--- src/rtl/xbar_slave_port.sv ---
module xbar_slave_port #(
  parameter int NM = 8,
  parameter int AW = 32,
  parameter int CW = 4,
  parameter int DW = 32,
  localparam int IW = (NM > 1) ? $clog2(NM) : 1
) (
  input  logic             clk,
  input  logic             rst_n,
  input  logic [NM-1:0]    m_req,
  input  logic [NM-1:0]    m_hipri,
  input  logic [NM*AW-1:0] m_addr,
  input  logic [NM*CW-1:0] m_ctrl,
  input  logic [NM*DW-1:0] m_wdata,
  input  logic             halt_req,
  input  logic             slv_hready,
  input  logic             slv_hresp,
  output logic [AW-1:0]    s_addr,
  output logic [CW-1:0]    s_ctrl,
  output logic [DW-1:0]    s_wdata,
  output logic [NM-1:0]    m_hready,
  output logic [NM-1:0]    m_hresp,
  output logic [NM-1:0]    own_addr,
  output logic [NM-1:0]    own_data,
  output logic             halted
);
  logic [NM-1:0] cand, grant;
  logic [IW-1:0] last, win;
  logic          found, nseq_pend;
  logic [CW-1:0] ctrl_raw;

  always_comb begin
    cand  = ((m_req & m_hipri) != '0) ? (m_req & m_hipri) : m_req;
    win   = last;
    found = 1'b0;
    for (int k = NM; k >= 1; k--) begin
      if (cand[(int'(last) + k) % NM]) begin
        win   = IW'((int'(last) + k) % NM);
        found = 1'b1;
      end
    end
    grant = (found && !halt_req) ? (NM'(1) << win) : '0;
  end

  always_ff @(posedge clk or negedge rst_n) begin
    if (!rst_n) begin
      own_addr  <= '0;
      own_data  <= '0;
      last      <= IW'(NM - 1);
      nseq_pend <= 1'b0;
      halted    <= 1'b0;
    end else if (slv_hready) begin
      own_addr  <= grant;
      own_data  <= own_addr;
      if (grant != '0) last <= win;
      nseq_pend <= (grant != '0) && (grant != own_addr);
      halted    <= halt_req && (own_addr == '0);
    end
  end

  always_comb begin
    s_addr   = '0;
    ctrl_raw = '0;
    s_wdata  = '0;
    for (int i = 0; i < NM; i++) begin
      s_addr   = s_addr   | (m_addr[i*AW +: AW]  & {AW{own_addr[i]}});
      ctrl_raw = ctrl_raw | (m_ctrl[i*CW +: CW]  & {CW{own_addr[i]}});
      s_wdata  = s_wdata  | (m_wdata[i*DW +: DW] & {DW{own_data[i]}});
    end
    s_ctrl = ctrl_raw;
    if (nseq_pend && ctrl_raw[1]) s_ctrl[1:0] = 2'b10;
    if (own_addr == '0)           s_ctrl[1:0] = 2'b00;
  end

  assign m_hready = ((own_addr | own_data) & {NM{slv_hready}}) | (~(own_addr | own_data) & ~m_req);
  assign m_hresp  = own_data & {NM{slv_hresp}};
endmodule


--- config.mk ---
export PLATFORM = sky130hd
export DESIGN_NAME = xbar_slave_port
export DESIGN_NICKNAME = d
export VERILOG_FILES = /design/src/rtl/xbar_slave_port.sv
export SDC_FILE = /design/constraint.sdc
export NUM_CORES = 1
export LEC_CHECK = 0
export BUFFER_PORTS_ARGS = -buffer_cell sky130_fd_sc_hd__buf_4
export CORE_AREA = 8 8 250 252
export DETAILED_ROUTE_END_ITERATION = 16
export DIE_AREA = 0 0 258 260
export GPL_TIMING_DRIVEN = 0
export PLACE_DENSITY = 0.31
export SLEW_MARGIN = 20
export SYNTH_ARGS = -nofsm -noshare
export SYNTH_HDL_FRONTEND = slang
export SYNTH_SLANG_ARGS = --single-unit
--- constraint.sdc ---
create_clock -name clk -period 13.3 [get_ports clk]
set_clock_uncertainty 0.1 [all_clocks]
set_input_delay 1.995 -clock clk [delete_from_list [all_inputs] [get_ports clk]]
set_output_delay 1.995 -clock clk [all_outputs]
set_load 0.02 [all_outputs]
==> reports/results.ini, run 1 <==
[synth]
synth-seq-area-share_pct = 9.897
yosys-top-cells-area = a22oi_1 38%, dfrtp_1 8.4%, nand4_1 8.1%
syn_nets = 1300
syn_area_per_cell_um2 = 7.296
synth_flop_cell = dfrtp_1
synth-edff-count = 0
async_reset_ff_share_pct = 100.0
synth_top_area_share_pct = 38.18
yosysUniqueCellTypes = 69
synth-warning-count = 0
synth_cells = 733
synth_top_cell_by_area = a22oi_1
ys_seq_elements = 21
netlist_area_mm2 = 0.005348

[floorplan]
core_mm2 = 0.05846
die_height_um = 260
rows = 89
initial_core_util_pct = 9.147
die_area_mm2 = 0.06708
ios = 666
die_x_um = 258

[global_routing]
track_usage_pct = 19.29
grt_start_max_net_pins = 22
grt_pass1_wl_um = 92010
antenna_found_initial = 7
grt.overflow.total = 0
grt_pass1_vias = 10582

[power]
power_uw = 2763
ir_worst_vdd_v = 0.00007764
power_frac_clock_pct = 2.7
p_leak_uw = 0.004942
p_comb_share_pct = 93.2
power_density_mw_per_mm2 = 243.1
p_sw_share_pct = 61.66
seqPwrFrac_pct = 4.1
p_sw_uw = 1704
intPower_uw = 1059

[routing]
drc = 0
drtIter0Drc = 824
vias = 9876
vias_per_cell = 4.547
post_drt_wl_per_cell_um = 32.20
antenna_left = 0
drt-total-wl_um = 69930
first_pass_iters = 5

[sta]
tightest_slew_ns = 1.162
tns_ns = 0
fmax_mhz = 163.0
setup_violations = 0
hold_viol_final = 0
grt_setup_unrepaired = no
period_minus_slack_ns = 6.135
slew_viol_final = 0
maxSlewHeadroom_pct = 22.55
period_share_pct = 46.13

[worst_setup_path]
cp_max_fo = 9
cp_slowest_cell = o22ai_1
worstPathCellList = buf_2 -> a22oi_4 -> a41oi_1 -> o22ai_1 -> o22ai_1 -> o21bai_1 -> nor4b_2 -> nor2_1 -> and3_1 -> buf_2 -> nand2_1 -> or4_1 -> a311oi_1 -> a21oi_1
cpPeakStageDelay_ns = 0.56
path_class = primary input to register
worstPathArrival_ns = 6.19
crit_required_ns = 13.35
cp-end-kind = register
cp-start-kind = primary input

[cts]
cts_tree = yes
numClockSinks = 21
path_clk_slew_ns = 0.08
htreeDepth = 1
clock_latency_ns = 0.28
cts_buffers = 3
cts_max_path_buffers = 2
cts.repair.resized = 0
cts_root_buffer = clkbuf_16
hold_buffers = 0
post-cts-setup-buffers = 0

[run]
maxCapViolations = 0

[cells_and_area]
syn_to_final_growth_pct = 112.5
layout.nets = 1964
drive_gt1_share_pct = 51.07
n_fill_cell = 6695

[placed_design]
io_buffers = 659
dpl.hpwl_um = 59150
place_congestion = 0.8907

[min_path]
hold_class = register to register

[run_status]
status = complete, no violations

-- path summary, 6_finish.rpt --
check	start	end	slack, ns	cells past startpoint
setup reg to reg	last[1]$_DFFE_PN1P_	nseq_pend$_DFFE_PN0P_	7.77	17
hold reg to reg	halted$_DFFE_PN0P_	halted$_DFFE_PN0P_	0.44	2
hold / removal	halted$_DFFE_PN0P_	halted$_DFFE_PN0P_	0.44	2
max in group asynchronous	rst_n	last[2]$_DFFE_PN1P_	11.23	1
setup / recovery	m_req[7]	nseq_pend$_DFFE_PN0P_	7.17	14
min in group asynchronous	rst_n	own_addr[5]$_DFFE_PN0P_	1.53	1
-- per-stage QoR --
stage | cells | hold WS (ns) | instance area, µm² | util [%] | setup slack (ns)
detailed placement | 2165 | 0.4395 | 11270 | 19.28 | 7.010
CTS | 2169 | 0.4519 | 11350 | 19.42 | 7.302
floorplan | 733 | 0.4217 | 5348 | - | 8.051
global placement | 2165 | 0.4191 | 11260 | 19.26 | 7.043
finish | 2172 | 0.4420 | 11360 | 19.44 | 7.165
global route | 2172 | 0.4631 | 11360 | 19.44 | 6.952
-- layer usage --
metal  up-vias  part of all wire, %  routed length [µm]  global-route usage [%]
met4         0                  3.4                2343                   5.890
met5         -                    0                   0                       0
met1      4778                   38               26330                   21.38
met2       595                   52               36310                   35.95
met3        81                  7.1                4957                   4.710
li1       4422                    -                   -                       -
-- cell type report --
| type | instances | area (µm²) | area share, % |
|---|---|---|---|
| diodes | 3 | 7.507 | 0.06606 |
| plain buffers | 92 | 395.4 | 3.479 |
| clock buffers | 3 | 75.07 | 0.6606 |
| clock inverters | 1 | 7.507 | 0.06606 |
| inverters | 13 | 48.80 | 0.4294 |
| multi-input cells | 607 | 4387 | 38.60 |
| flip-flops and latches | 21 | 529.3 | 4.657 |
| well taps | 773 | 967.2 | 8.510 |
| repair buffers | 659 | 4947 | 43.53 |
-- sequential cells by signal, summed over array words and instances (netlist names) --
register / count
halted: 1
last: 3
nseq_pend: 1
own_addr: 8
own_data: 8
-- cell usage after synthesis (4+ instances only) --
master and number:
a22oi_1 272, clkbuf_1 76, nand4_1 69, nand2_1 42, nor2_1 32, dfrtp_1 18, o22ai_1 15, a21oi_1 13
inv_1 11, nand2b_1 10, and2_1 9, mux2_2 9, o221ai_1 9, a41oi_1 8, o21ai_0 8, o32ai_1 8
buf_1 7, mux2i_1 7, nand3_1 6, nor2b_1 6, mux4_2 5, o211ai_1 5, o22a_1 5, a22oi_4 4
o2bb2ai_1 4, xnor2_1 4
-- critical path: cells and delay by family --
| family | cells | cell delay (ns) |
|---|---|---|
| buf+inv | 2 | 0.36 |
| compound gates | 7 | 2.45 |
| simple gates | 5 | 1.37 |
-- layout by cell type, fill, tap and decap left out, types with 4 or more instances in the layout --
master,synthesis,layout
clkbuf_2,0,9
nand2b_1,10,10
clkbuf_1,76,67
o22a_1,5,5
a21oi_1,13,13
inv_1,11,11
nand2_1,42,42
nand3_1,6,6
o211ai_1,5,5
xnor2_1,4,4
mux4_2,5,5
nor2b_1,6,6
o32ai_1,8,8
nor2_1,32,32
o21ai_0,8,8
a41oi_1,8,8
mux2i_1,7,7
nand4_1,69,69
dfrtp_1,18,18
buf_1,7,6
o22ai_1,15,15
buf_2,3,4
o2bb2ai_1,4,4
mux2_2,9,9
a22oi_4,4,4
o221ai_1,9,9
and2_1,9,9
buf_4,3,662
a22oi_1,272,272
-- cells by family (layout without fill, tap and decap cells) --
logic type	Yosys count	in the layout	share of synthesized area (%)
adder cells (fa/ha/maj)	2	2	0.4679
flip-flops	21	21	9.897
AND/OR/NAND/NOR	196	196	20.26
XOR/XNOR	6	6	0.9827
AO/OA/AOI/OAI	382	382	55.01
other	0	3	0
buffers and inverters	105	768	8.072
multiplexers	21	21	5.311
-- power groups by stage --
stage	Clock, µW	Sequential, µW	Combinational (µW)
2_1_floorplan	0	126	1320
3_3_place_gp	0	115	2610
3_5_place_dp	0	116	2610
4_1_cts	78.8	114	2610
5_1_grt	79.4	117	2730
6_report	75.3	113	2570
(Power assumes the default switching activity.)
==> inputs of run 2 (changes only) <==
--- a/config.mk
+++ b/config.mk
@@ -5,10 +5,11 @@
 export SDC_FILE = /design/constraint.sdc
 export NUM_CORES = 1
 export LEC_CHECK = 0
+export ABC_AREA = 1
 export BUFFER_PORTS_ARGS = -buffer_cell sky130_fd_sc_hd__buf_4
-export CORE_AREA = 8 8 250 252
+export CORE_AREA = 8 8 251 253
 export DETAILED_ROUTE_END_ITERATION = 16
-export DIE_AREA = 0 0 258 260
+export DIE_AREA = 0 0 259 261
 export GPL_TIMING_DRIVEN = 0
 export PLACE_DENSITY = 0.31
 export SLEW_MARGIN = 20
==> constraint.sdc (replaced) <==
create_clock -name clk -period 5.53 [get_ports clk]
set_clock_uncertainty 0.1 [all_clocks]
set_input_delay 0.8295 -clock clk [delete_from_list [all_inputs] [get_ports clk]]
set_output_delay 0.8295 -clock clk [all_outputs]
set_load 0.02 [all_outputs]
==> reports/results.ini, run 2 <==
[worst_setup_path]
r2r-end = nseq_pend$_DFFE_PN0P_
r2r_setup_slack_ns = 1.92  ; -5.85 ns
cp_max_fo = 10  ; +1
cp-startpoint = own_data[5]$_DFFE_PN0P_
path_class = register to primary output
cp-start-kind = register
cp-end-kind = primary output
rr_startpoint = last[1]$_DFFE_PN1P_
r2r_cells = 27  ; +10
worstPathArrival_ns = 3.10  ; -3.09 ns
crit_required_ns = 4.60  ; -8.75 ns

[global_routing]
grt_start_max_net_pins = 22  ; unchanged
antenna_found_initial = 7  ; unchanged
track_usage_pct = 18.13  ; -1.2 points
grt.overflow.total = 0  ; unchanged
grt_pass1_vias = 10670  ; +0.83%
grt_pass1_wl_um = 87370  ; -5.0%

[cts]
numClockSinks = 21  ; unchanged
path_clk_slew_ns = 0.06  ; -0.02 ns
cts.repair.resized = 0  ; unchanged
clock_latency_ns = 0.26  ; -0.02 ns
cts_max_path_buffers = 2  ; unchanged
cts_root_buffer = clkbuf_16
htreeDepth = 1  ; unchanged
post-cts-setup-buffers = 0  ; unchanged
hold_buffers = 0  ; unchanged
cts_tree = yes
cts_buffers = 3  ; unchanged

[floorplan]
die_x_um = 259  ; +0.39%
die_height_um = 261  ; +0.38%
die_area_mm2 = 0.06760  ; +0.77%
ios = 666  ; unchanged
initial_core_util_pct = 8.509  ; -0.64 points
rows = 90  ; +1.1%
core_mm2 = 0.05934  ; +1.5%

[synth]
synth_top_area_share_pct = 31.44  ; -6.7 points
synth_commonest_cells = 423 x nand2_1, 117 x nand3_1, 73 x a221oi_1
synth-edff-count = 0  ; unchanged
yosysMostFrequentCell = nand2_1
synth_flop_cell = dfrtp_1
yosys-top-cells-area = nand2_1 31%, a221oi_1 13%, nand3_1 12%
syn_nets = 1508  ; +16%
synth_cells = 941  ; +28%
netlist_area_mm2 = 0.005050  ; -5.6%
async_reset_ff_share_pct = 100.0  ; unchanged
syn_area_per_cell_um2 = 5.366  ; -26%
yosysUniqueCellTypes = 30  ; -57%
synth-warning-count = 0  ; unchanged
ys_seq_elements = 21  ; unchanged
synth-seq-area-share_pct = 10.48  ; +0.58 points
synth_top_cell_by_area = nand2_1

[power]
p_sw_uw = 2965  ; +74%
p_leak_uw = 0.005489  ; +11%
p_sw_share_pct = 61.59  ; -0.065 points
power_frac_clock_pct = 3.3  ; +0.6 points
power_density_mw_per_mm2 = 434.0  ; +79%
p_comb_share_pct = 91.7  ; -1.5 points
ir_worst_vdd_v = 0.0002191  ; +180%
intPower_uw = 1849  ; +75%
seqPwrFrac_pct = 5.1  ; +1.0 points

[cells_and_area]
largestRegisters = own_addr (8), own_data (8), last (3)
final_common_cell = buf_4
multiInputGateArea_mm2 = 0.004061  ; -7.4%
syn_to_final_growth_pct = 119.6
drive_gt1_share_pct = 43.53  ; -7.5 points
layout.nets = 2176  ; +11%
finalNonFillerCells = 2392  ; +10%
final_util_pct = 18.69  ; -0.75 points
mostFrequentLayoutCells = 664 x buf_4, 423 x nand2_1, 117 x nand3_1
regArea_um2 = 529.3  ; unchanged
n_fill_cell = 6948  ; +3.8%

[sta]
slew_viol_final = 0  ; unchanged
setup_violations = 0  ; unchanged
hold_viol_final = 0  ; unchanged
layout_setup_ws_ns = 1.497  ; -5.668 ns
fmax_mhz = 247.9
grt_setup_unrepaired = no
maxSlewHeadroom_pct = 20.77  ; -1.8 points
tns_ns = 0  ; unchanged
period_share_pct = 72.93
tightest_slew_ns = 1.188  ; +0.02670 ns
period_minus_slack_ns = 4.033

[routing]
vias_per_cell = 4.103  ; -9.8%
drtIter0Drc = 597  ; -28%
antenna_left = 0  ; unchanged
first_pass_iters = 5  ; unchanged
vias = 9814  ; -0.63%
drc = 0  ; unchanged
post_drt_wl_per_cell_um = 27.51  ; -15%
drt-total-wl_um = 65800  ; -5.9%

[placed_design]
io_buffers = 663  ; +0.61%
dp.cells = 2386  ; +10%
place_congestion = 0.8737  ; -1.9%
dpl.hpwl_um = 57850  ; -2.2%
dp_slack_ns = 1.535  ; -5.475 ns

[run]
maxCapViolations = 0  ; unchanged

[min_path]
hold_class = primary input to async pin

[run_status]
status = complete, no violations

==> run 2: cell types whose count changed in the layout (fill, tap and decap cells not counted), sizes merged, moves of 12 or more <==
cell	before	now
nand2	42	430
a22oi	276	0
nand3	6	118
a221oi	1	73
a22o	3	41
inv	12	37
a21oi	13	32
clkbuf	79	61
o22ai	15	0
nand4	69	55
o21ai	8	20
==> run 2: power groups by stage <==
stage | registers [µW] | clock network (µW) | logic (µW)
2_1_floorplan | 261 | 0 | 2380
5_1_grt | 253 | 168 | 4810
3_5_place_dp | 251 | 0 | 4500
3_3_place_gp | 249 | 0 | 4520
6_report | 244 | 157 | 4410
4_1_cts | 248 | 163 | 4520
==> run 2: worst max path at each step <==
| stage | to | slack (ns) | cells past startpoint |
|---|---|---|---|
| final | s_wdata[8] | 1.50 | 6 |
| after global routing | s_wdata[4] | 1.19 | 6 |
| after CTS | s_wdata[8] | 1.25 | 6 |
| after detailed placement | s_wdata[8] | 1.53 | 6 |
| after global placement | s_wdata[4] | 1.53 | 6 |
| after floorplan | nseq_pend$_DFFE_PN0P_ | 2.54 | 27 |
==> run 2: worst max-delay path, cell delays in order, from the launching register on <==
cell	delay [ns]
dfrtp_1	0.38
clkbuf_1	0.44
clkbuf_1	0.79
buf_1	0.69
nand2_1	0.11
nand3_1	0.24
buf_4	0.19
==> run 2: final cells by class <==
class	count	area share, %
Inverter	41	1.387
Tap cell	782	8.821
Multi-Input combinational cell	803	36.62
Antenna cell	2	0.04512
Timing Repair Buffer	663	44.87
Clock buffer	4	0.7107
Buffer	76	2.775
Sequential cell	21	4.772
==> run 2: cells by family (layout without fill, tap and decap cells) <==
| kind of cell | Yosys count | count (layout) | share of synthesized area [%] |
|---|---|---|---|
| xor gates and xnor gates | 3 | 3 | 0.5204 |
| and+or+nand+nor | 630 | 630 | 53.96 |
| adders and majority gates | 2 | 2 | 0.4955 |
| buffers and inverters | 117 | 784 | 9.093 |
| AOI/OAI and AO/OA | 168 | 168 | 25.45 |
| other | 0 | 2 | 0 |
| DFF | 21 | 21 | 10.48 |
==> run 2: metal layers <==
layer  track usage [%]  vias up  share of wire [%]
li1                  -     4648                  -
met1             19.41     4550                 36
met2             34.98      549                 53
met3             4.971       63                8.0
met4             3.890        4                2.2
met5                 0        -              0.041
==> run 2: metrics by stage <==
step / cell area (µm²) / power [µW] / hold WS [ns]
6_report: 11090 / 4814 / 0.3544
5_1_grt: 11090 / 5235 / 0.3753
4_1_cts: 11090 / 4933 / 0.3744
3_5_place_dp: 11010 / 4751 / 0.3950
3_3_place_gp: 11010 / 4771 / 0.3808
2_1_floorplan: 5050 / 2639 / 0.3492
==> inputs of run 3 (changes only) <==
==> constraint.sdc (replaced) <==
create_clock -name clk -period 3.55 [get_ports clk]
set_clock_uncertainty 0.1 [all_clocks]
set_input_delay 0.5325 -clock clk [delete_from_list [all_inputs] [get_ports clk]]
set_output_delay 0.5325 -clock clk [all_outputs]
set_load 0.02 [all_outputs]
==> reports/results.ini, run 3 (synthesized netlist as in run 2, its figures left out) <==
[routing]
antenna_left = 0  ; unchanged
post_drt_wl_per_cell_um = 27.42  ; -0.32%
drtIter0Drc = 598  ; +0.17%
drt-total-wl_um = 65560  ; -0.36%
vias = 9822  ; +0.082%
drc = 0  ; unchanged
first_pass_iters = 5  ; unchanged
vias_per_cell = 4.108  ; +0.12%

[cells_and_area]
largestRegisters = own_addr (8), own_data (8), last (3)
regArea_um2 = 529.3  ; unchanged
finalNonFillerCells = 2391  ; -0.042%
drive_gt1_share_pct = 44.49  ; +0.96 points
n_fill_cell = 6936  ; -0.17%
syn_to_final_growth_pct = 120.5
final_common_cell = buf_4
mostFrequentLayoutCells = 665 x buf_4, 422 x nand2_1, 117 x nand3_1
final_util_pct = 18.76  ; +0.070 points
multiInputGateArea_mm2 = 0.004079  ; +0.43%
layout.nets = 2175  ; -0.046%

[global_routing]
busiest_layer = met2
grt_start_max_net_pins = 22  ; unchanged
grt_pass1_vias = 10668  ; -0.019%
track_usage_pct = 18.08  ; -0.055 points
antenna_found_initial = 7  ; unchanged
grt.overflow.total = 0  ; unchanged
grt_pass1_wl_um = 87150  ; -0.26%
grtUsageMet1_pct = 19.22  ; -0.18 points
grt_util_met2_pct = 35.00  ; about the same
met3_usage_pct = 5.019  ; +0.048 points

[floorplan]
initial_core_util_pct = 8.509  ; unchanged
die_x_um = 259  ; unchanged
die_area_mm2 = 0.06760  ; unchanged
rows = 90  ; unchanged
ios = 666  ; unchanged
core_mm2 = 0.05934  ; unchanged
die_height_um = 261  ; unchanged

[cts]
numClockSinks = 21  ; unchanged
clock_latency_ns = 0.25  ; about the same
cts_buffers = 3  ; unchanged
hold_buffers = 0  ; unchanged
cts_max_path_buffers = 2  ; unchanged
path_clk_slew_ns = 0.06  ; about the same
cts_root_buffer = clkbuf_16
htreeDepth = 1  ; unchanged
cts_tree = yes

[power]
p_leak_uw = 0.005526  ; +0.67%
power_uw = 7521  ; +56%
ir_worst_vdd_v = 0.0003389  ; +55%
power_density_mw_per_mm2 = 675.6  ; +56%

[placed_design]
place_congestion = 0.8737  ; unchanged
dpl.hpwl_um = 57850  ; unchanged
io_buffers = 663  ; unchanged
dp_slack_ns = -0.1480  ; -1.683 ns
dp.cells = 2386  ; unchanged

[worst_setup_path]
path_class = register to primary output
crit_required_ns = 2.92  ; -1.68 ns
cp_max_fo = 10  ; unchanged
r2r_cells = 27  ; unchanged
cp-end-kind = primary output
worstPathArrival_ns = 2.68  ; -0.42 ns
cp-start-kind = register
r2r_setup_slack_ns = 0.30  ; -1.62 ns

[sta]
setup_violations = 0  ; unchanged
period_minus_slack_ns = 3.314
hold_viol_final = 0  ; unchanged
tightest_slew_ns = 1.061  ; -0.1279 ns
maxSlewHeadroom_pct = 29.30  ; +8.5 points
fmax_mhz = 301.7
period_share_pct = 93.36
grt_setup_unrepaired = yes
layout_setup_ws_ns = 0.2359  ; -1.261 ns
slew_viol_final = 0  ; unchanged
tns_ns = 0  ; unchanged

[run_status]
status = complete, no violations

[min_path]
hold_class = primary input to async pin

[run]
maxCapViolations = 0  ; unchanged

## run 3: cell types whose count changed in the layout (fill, tap and decap cells not counted), sizes merged
cell,delta
buf,-4
clkbuf,+2
clkdlybuf4s15,+1
clkinv,-1
inv,+1
## run 3: power by group
| group | internal (µW) | total [µW] | switching (µW) |
|---|---|---|---|
| registers | 319 | 384 | 65.4 |
| logic | 2430 | 6890 | 4460 |
| clock network | 153 | 243 | 89.8 |
## run 3: routing by layer
layer	wire [µm]	part of all wire (%)	vias to the layer above
li1	-	-	4649
met5	27	0.041	-
met4	1436	2.2	4
met3	5283	8.1	66
met2	35180	54	549
met1	23630	36	4554
## run 3: layout make-up
cell class | count | share of cell area [%]
multi-input cells | 803 | 36.64
well taps | 782 | 8.788
clock buffers | 4 | 0.7080
flip-flops and latches | 21 | 4.754
repair buffers | 664 | 44.77
plain buffers | 74 | 2.866
diodes | 2 | 0.04495
inverters | 41 | 1.427
## run 3: critical path, stage by stage (launching register included)
cell and delay (ns):
dfrtp_1 0.49, clkbuf_2 0.48, clkbuf_1 0.81, nand2_1 0.22, nand4_1 0.19, buf_4 0.20
## run 3: worst paths after layout
kind,start,endpoint
min in group clk,halted$_DFFE_PN0P_,halted$_DFFE_PN0P_
worst max register to register,last[0]$_DFFE_PN1P_,nseq_pend$_DFFE_PN0P_
worst min-delay path,rst_n,own_addr[1]$_DFFE_PN0P_
worst max-delay path,own_addr[7]$_DFFE_PN0P_,s_addr[7]
max in group asynchronous,rst_n,last[1]$_DFFE_PN1P_
worst min register to register,halted$_DFFE_PN0P_,halted$_DFFE_PN0P_
## run 3: timing repair
item / 4_1_cts / 5_1_grt
resized for setup: 10 / 13
endpoints found under the setup margin: 36 / 13
buffers inserted: 1 / 0
## run 3: stage by stage
stage                     cell area, µm²  hold WS [ns]
after floorplan                     5050        0.1369
final                              11130       0.05911
after CTS                          11110       0.07741
after global placement             11010        0.3471
after global routing               11130       0.07827
after detailed placement           11010        0.3528
